`config.mk`:
```
export PLATFORM = sky130hd
export DESIGN_NAME = power_gate_seq
export DESIGN_NICKNAME = d
export VERILOG_FILES = /design/src/rtl/pgs_pkg.sv /design/src/rtl/pgs_step_timer.sv /design/src/rtl/pgs_iso_clamp.sv /design/src/rtl/pgs_fsm.sv /design/src/rtl/power_gate_seq.sv
export SDC_FILE = /design/constraint.sdc
export NUM_CORES = 1
export LEC_CHECK = 0
export ABC_AREA = 1
export BUFFER_PORTS_ARGS = -buffer_cell sky130_fd_sc_hd__clkbuf_2
export CORE_ASPECT_RATIO = 1.75
export CORE_MARGIN = 1.5
export CORE_UTILIZATION = 44
export DETAILED_ROUTE_END_ITERATION = 8
export HOLD_SLACK_MARGIN = 0.1
export PLACE_DENSITY = 0.68
export SLEW_MARGIN = 20
export SYNTH_ARGS = -nofsm -noshare
export SYNTH_HDL_FRONTEND = slang
export SYNTH_SLANG_ARGS = --single-unit
```
`constraint.sdc`:
```
create_clock -name clk -period 2.9 [get_ports clk]
set_input_delay 0.29 -clock clk [delete_from_list [all_inputs] [get_ports clk]]
set_output_delay 0.29 -clock clk [all_outputs]
set_load 0.05 [all_outputs]
```
`src/rtl/pgs_pkg.sv`:
```
package pgs_pkg;
    typedef enum logic [2:0] {
        S_ON   = 3'd0,
        S_ISO  = 3'd1,
        S_SAVE = 3'd2,
        S_CUT  = 3'd3,
        S_OFF  = 3'd4,
        S_PWR  = 3'd5,
        S_RST  = 3'd6,
        S_REST = 3'd7
    } pgs_state_e;
endpackage

```
`src/rtl/pgs_step_timer.sv`:
```
module pgs_step_timer #(
    parameter int WAIT_W = 8
) (
    input  logic              clk,
    input  logic              rst_n,
    input  logic              load,
    input  logic [WAIT_W-1:0] wait_in,
    output logic              expire
);
    logic [WAIT_W-1:0] cnt_q;

    always_ff @(posedge clk or negedge rst_n) begin
        if (!rst_n)
            cnt_q <= '0;
        else if (load)
            cnt_q <= (wait_in == '0) ? '0 : wait_in - 1'b1;
        else if (cnt_q != '0)
            cnt_q <= cnt_q - 1'b1;
    end

    assign expire = (cnt_q == '0);

    // a freshly loaded step lasts at least one cycle before expiring is acted on
    a_r4_count_down: assert property (@(posedge clk) disable iff (!rst_n)
        (!load && $past(cnt_q) != '0 && !$past(load)) |-> (cnt_q == $past(cnt_q) - 1'b1));
endmodule

```
`src/rtl/pgs_iso_clamp.sv`:
```
module pgs_iso_clamp #(
    parameter int DATA_W     = 8,
    parameter int CLAMP_MODE = 2
) (
    input  logic              clk,
    input  logic              rst_n,
    input  logic              iso_en,
    input  logic [DATA_W-1:0] d,
    output logic [DATA_W-1:0] q
);
    localparam logic [DATA_W-1:0] FIXED_VAL = (CLAMP_MODE == 1) ? '1 : '0;
    localparam bit USE_HOLD = (CLAMP_MODE == 2);

    logic [DATA_W-1:0] hold_q;
    logic [DATA_W-1:0] clamp_v;

    always_ff @(posedge clk or negedge rst_n) begin
        if (!rst_n)
            hold_q <= '0;
        else if (!iso_en)
            hold_q <= d;
    end

    assign clamp_v = USE_HOLD ? hold_q : FIXED_VAL;
    assign q       = iso_en ? clamp_v : d;

    // while isolation stays on, the clamped value does not move
    a_r11_clamp_stable: assert property (@(posedge clk) disable iff (!rst_n)
        (iso_en && $past(iso_en)) |-> $stable(q));
endmodule

```
`src/rtl/pgs_fsm.sv`:
```
module pgs_fsm
    import pgs_pkg::*;
(
    input  logic clk,
    input  logic rst_n,
    input  logic dn_req,
    input  logic up_req,
    input  logic step_expire,
    output logic step_load,
    output logic iso_o,
    output logic sw_off_o,
    output logic dom_rst_n_o,
    output logic retained_o,
    output logic save_o,
    output logic restore_o,
    output logic done_o,
    output logic on_o
);
    pgs_state_e state_q, state_d;
    logic fresh_q;
    logic up_pend_q, dn_pend_q;
    logic down_seq, up_seq, dn_go, up_go;

    assign down_seq = (state_q == S_ISO) || (state_q == S_SAVE) || (state_q == S_CUT);
    assign up_seq   = (state_q == S_PWR) || (state_q == S_RST)  || (state_q == S_REST);
    assign dn_go    = (state_q == S_ON)  && (dn_req || dn_pend_q);
    assign up_go    = (state_q == S_OFF) && (up_req || up_pend_q);

    always_comb begin
        state_d = state_q;
        unique case (state_q)
            S_ON:   if (dn_go)       state_d = S_ISO;
            S_ISO:  if (step_expire) state_d = S_SAVE;
            S_SAVE: if (step_expire) state_d = S_CUT;
            S_CUT:  if (step_expire) state_d = S_OFF;
            S_OFF:  if (up_go)       state_d = S_PWR;
            S_PWR:  if (step_expire) state_d = S_RST;
            S_RST:  if (step_expire) state_d = S_REST;
            S_REST: if (step_expire) state_d = S_ON;
        endcase
    end

    assign step_load = (state_d != state_q);

    always_ff @(posedge clk or negedge rst_n) begin
        if (!rst_n) begin
            state_q   <= S_ON;
            fresh_q   <= 1'b0;
            up_pend_q <= 1'b0;
            dn_pend_q <= 1'b0;
        end else begin
            state_q <= state_d;
            fresh_q <= step_load;
            if (up_go)
                up_pend_q <= 1'b0;
            else if (up_req && (down_seq || dn_go))
                up_pend_q <= 1'b1;
            if (dn_go)
                dn_pend_q <= 1'b0;
            else if (dn_req && (up_seq || up_go))
                dn_pend_q <= 1'b1;
        end
    end

    always_comb begin
        iso_o       = 1'b0;
        sw_off_o    = 1'b0;
        dom_rst_n_o = 1'b1;
        retained_o  = 1'b0;
        save_o      = 1'b0;
        restore_o   = 1'b0;
        done_o      = 1'b0;
        on_o        = 1'b0;
        unique case (state_q)
            S_ON: begin
                on_o   = 1'b1;
                done_o = fresh_q;
            end
            S_ISO: iso_o = 1'b1;
            S_SAVE: begin
                iso_o      = 1'b1;
                retained_o = 1'b1;
                save_o     = fresh_q;
            end
            S_CUT: begin
                iso_o      = 1'b1;
                retained_o = 1'b1;
                sw_off_o   = 1'b1;
            end
            S_OFF: begin
                iso_o      = 1'b1;
                retained_o = 1'b1;
                sw_off_o   = 1'b1;
                done_o     = fresh_q;
            end
            S_PWR: begin
                iso_o      = 1'b1;
                retained_o = 1'b1;
            end
            S_RST: begin
                iso_o       = 1'b1;
                retained_o  = 1'b1;
                dom_rst_n_o = 1'b0;
            end
            S_REST: begin
                iso_o     = 1'b1;
                restore_o = fresh_q;
            end
        endcase
    end

    // state saving and switch-off only happen behind isolation
    a_r2_save_isolated: assert property (@(posedge clk) disable iff (!rst_n)
        save_o |-> iso_o);
    a_r2_cut_isolated: assert property (@(posedge clk) disable iff (!rst_n)
        sw_off_o |-> iso_o);
    // isolation is released only after the restore step
    a_r3_release_after_restore: assert property (@(posedge clk) disable iff (!rst_n)
        $fell(iso_o) |-> ($past(state_q) == S_REST));
    // strobes are single-cycle
    a_r5_save_single: assert property (@(posedge clk) disable iff (!rst_n)
        save_o |=> !save_o);
    a_r5_restore_single: assert property (@(posedge clk) disable iff (!rst_n)
        restore_o |=> !restore_o);
    // done is a one-cycle pulse
    a_r7_done_single: assert property (@(posedge clk) disable iff (!rst_n)
        done_o |=> !done_o);
    // at most one request is ever held
    a_r8_one_pending: assert property (@(posedge clk) disable iff (!rst_n)
        !(up_pend_q && dn_pend_q));
    // domain reset never asserted with the supply open
    a_r12_reset_powered: assert property (@(posedge clk) disable iff (!rst_n)
        !dom_rst_n_o |-> !sw_off_o);
endmodule

```
`src/rtl/power_gate_seq.sv`:
```
module power_gate_seq #(
    parameter int WAIT_W       = 8,
    parameter int DATA_W       = 8,
    parameter int RETAIN_STYLE = 0,
    parameter int CLAMP_MODE   = 2
) (
    input  logic              clk,
    input  logic              rst_n,
    input  logic              pwr_dn_req,
    input  logic              pwr_up_req,
    input  logic [WAIT_W-1:0] step_wait,
    input  logic [DATA_W-1:0] dom_data_in,
    output logic [DATA_W-1:0] dom_data_out,
    output logic              iso_en,
    output logic              save_p,
    output logic              restore_p,
    output logic              retain_n,
    output logic              pwr_off,
    output logic              dom_rst_n,
    output logic              seq_done,
    output logic              dom_on
);
    localparam bit USE_LEVEL = (RETAIN_STYLE != 0);

    logic step_load, step_expire;
    logic retained, save_s, restore_s;

    pgs_step_timer #(.WAIT_W(WAIT_W)) u_timer (
        .clk     (clk),
        .rst_n   (rst_n),
        .load    (step_load),
        .wait_in (step_wait),
        .expire  (step_expire)
    );

    pgs_fsm u_fsm (
        .clk         (clk),
        .rst_n       (rst_n),
        .dn_req      (pwr_dn_req),
        .up_req      (pwr_up_req),
        .step_expire (step_expire),
        .step_load   (step_load),
        .iso_o       (iso_en),
        .sw_off_o    (pwr_off),
        .dom_rst_n_o (dom_rst_n),
        .retained_o  (retained),
        .save_o      (save_s),
        .restore_o   (restore_s),
        .done_o      (seq_done),
        .on_o        (dom_on)
    );

    pgs_iso_clamp #(.DATA_W(DATA_W), .CLAMP_MODE(CLAMP_MODE)) u_clamp (
        .clk    (clk),
        .rst_n  (rst_n),
        .iso_en (iso_en),
        .d      (dom_data_in),
        .q      (dom_data_out)
    );

    assign retain_n  = ~(retained & USE_LEVEL);
    assign save_p    = save_s & ~USE_LEVEL;
    assign restore_p = restore_s & ~USE_LEVEL;

    // retention level only held while isolated
    a_r6_retain_isolated: assert property (@(posedge clk) disable iff (!rst_n)
        !retain_n |-> iso_en);
    // done only on arrival at an idle state
    a_r7_done_idle: assert property (@(posedge clk) disable iff (!rst_n)
        seq_done |-> (dom_on || pwr_off));
endmodule

```
==> run metrics <==
status finished clean; Worst Max-Slew Pin Slew 0.627 ns; clk sink count 22; Synth area leader dfrtp_1; die area 3520 sq um; Clk pin slew, worst setup/hold paths 0.08 ns; cell row count 26; DR vias 1,226; Synth Net Count 207; # diodes 0; Slew Limit Fails 0; f_max 0.424 GHz; Yosys reg bits 22; R2R cell count 10; Final Hold Viols 0; Initial Util 47.0%; Fin Setup TNS 0 ns; Power Density 1110 nW/um^2; DR iter-0 viols 7; clock skew 0.00319 ns; Remaining Overflow, GRT 0; Ports 36; Initial DRT Pass Iterations 4; final hold slack 0.257 ns; Leakage 0.000880 uW; hold crit path type in -> reg; Max Cap Viol 0; Skew-Pair Late Insertion Delay 0.26 ns; clk buf depth 2; post-synthesis cell type count 32; top-count cell post-synth nand2_1; CP Capture Type primary output; Area growth syn-to-layout 19.4%; placed inst area 1600 sq um; min Tclk post-route 2.36 ns; Tot GR Track Use 16.8%; Core Area 2960 sq um; Cells after Synth 185; Post-CTS Setup Inserts 0; share of the synthesized area in the top cell type 39.6%; WP data required 2.61 ns; CP max FO 11; CTS tree built; most instantiated cells after synthesis nand2_1, dfrtp_1, inv_1, nand3_1, nor2_1; die height 77.4 microns; last weighted congestion value of the routability-driven placer 0.774; port buffer count 34; RSZ-0062 raised after global routing no; Final Util 56.1%; DP Wirelength 2240 microns; CP arrival 2.07 ns; Die Wd 45.5 microns; Mean Syn Cell Area 7.51 sq um; largest net degree at the start of global routing 23; Rel. slew slack 58.0%; WL per Instance 10.3 microns; most used flip-flop cell after synthesis dfrtp_1; Syn. warnings 0; final count of negative-setup-slack endpoints 0; root buffer cell clkbuf_8; total CTS buffers 3; Setup Crit Path Kind reg -> out; Post-synth EDFFs 0; initial antenna violation count 0; Layout Nets 244; Async SR Flop Fraction 100%; Worst Hold Depth 3; Final Cycle Share 81.2%; Critical Path Start Type register; post-route ant nets 0; Max IR drop VDD 0.572 mV; Post-Route WL 2710 microns; layout cells sized above 1 30.8%; Design Area, Final 1660 sq um; synthesized cell area 1390 sq um; global-route wire length before repair 4550 microns; vias in the first global route 1,134; Filler cells 288; sequential share of the synthesized area 39.6%; top cells by area, synth dfrtp_1, nand2_1, nand3_1, inv_1, nor2_1; DRC violations left 0; routed vias/inst 4.66; H-tree Lvls 1
==> worst max-delay path, stage by stage (launching register included) <==
cell      delay, ns
dfrtp_1        0.47
nor2_4         0.18
inv_2          0.06
nor2_1         0.48
inv_2          0.20
nand2_1        0.11
nand2_1        0.07
clkbuf_2       0.24
==> sequential cells by signal, indices dropped and copies added, names as in the netlist <==
| name | cells |
|---|---|
| u_clamp.clamp_v | 8 |
| u_timer.cnt_q | 8 |
| u_fsm.state_q | 3 |
| u_fsm.dn_pend_q | 1 |
| u_fsm.fresh_q | 1 |
| u_fsm.up_pend_q | 1 |
==> placed cells by master, fill, tap and decap left out, types with 4 or more instances in the layout <==
master / count
nand3_1: 16
a21oi_1: 4
inv_1: 18
nor2_1: 16
dfrtp_1: 22
clkbuf_8: 4
clkbuf_2: 34
nand2_1: 52
nand2_2: 7
nor2_2: 9
o21ai_0: 5
==> power by group <==
group / total (uW) / internal, uW / leakage, uW / switching (uW)
logic: 1090 / 305 / 0.000605 / 786
clock network: 215 / 121 / 0.0000288 / 93.9
registers: 536 / 438 / 0.000246 / 97.8
==> path summary, 6_finish.rpt <==
kind / start / to / slack (ns)
hold / removal: dom_data_in[1] / u_clamp.clamp_v[1]$_DFF_PN0_ / 0.26
max in group asynchronous: rst_n / u_timer.cnt_q[3]$_DFFE_PN0P_ / 2.00
hold reg to reg: u_clamp.clamp_v[2]$_DFF_PN0_ / u_clamp.clamp_v[2]$_DFF_PN0_ / 0.47
setup / recovery: u_fsm.state_q[0]$_DFF_PN0_ / dom_data_out[6] / 0.54
setup reg to reg: u_fsm.state_q[0]$_DFF_PN0_ / u_timer.cnt_q[1]$_DFFE_PN0P_ / 0.84
min in group asynchronous: rst_n / u_clamp.clamp_v[0]$_DFF_PN0_ / 0.54
==> cells by family (layout without fill, tap and decap cells) <==
logic type | Yosys count | after routing | share of synthesized area, %
AO/OA/AOI/OAI | 14 | 14 | 5.85
XOR/XNOR | 6 | 6 | 3.78
adder cells (fa/ha/maj) | 2 | 2 | 1.80
buffers and inverters | 26 | 62 | 8.01
flip-flops | 22 | 22 | 39.6
other | 1 | 1 | 0.270
AND/OR/NAND/NOR | 114 | 114 | 40.7
==> metal layers <==
metal	GRT usage, %	wire length [microns]	vias up
met5	0	0	-
met4	6.18	36	0
met3	0.930	98	2
met2	31.5	1470	34
met1	18.0	1110	533
li1	-	-	657
==> cell type report <==
cell class | instances | area, sq um | area share, %
timing repair buffer | 35 | 180 | 10.9
multi-input combinational | 137 | 728 | 43.9
clock buffer | 4 | 55.1 | 3.32
sequential | 22 | 551 | 33.2
inverter | 23 | 93.8 | 5.65
tap | 42 | 52.6 | 3.17
==> metrics by stage <==
step / std cells / power, uW / setup slack (ns)
after global placement: 258 / 1640 / 0.884
final: 263 / 1840 / 0.544
after CTS: 263 / 1860 / 0.505
after detailed placement: 258 / 1640 / 0.790
after floorplan: 185 / 1430 / 0.556
after global routing: 263 / 1980 / 0.316
==> timing repair <==
action | in CTS | in global routing
resized for setup | 0 | 0
hold endpoints to repair | 22 | 0
hold buffers | 1 | 0
Note: power is estimated with default switching activity, not from simulation.
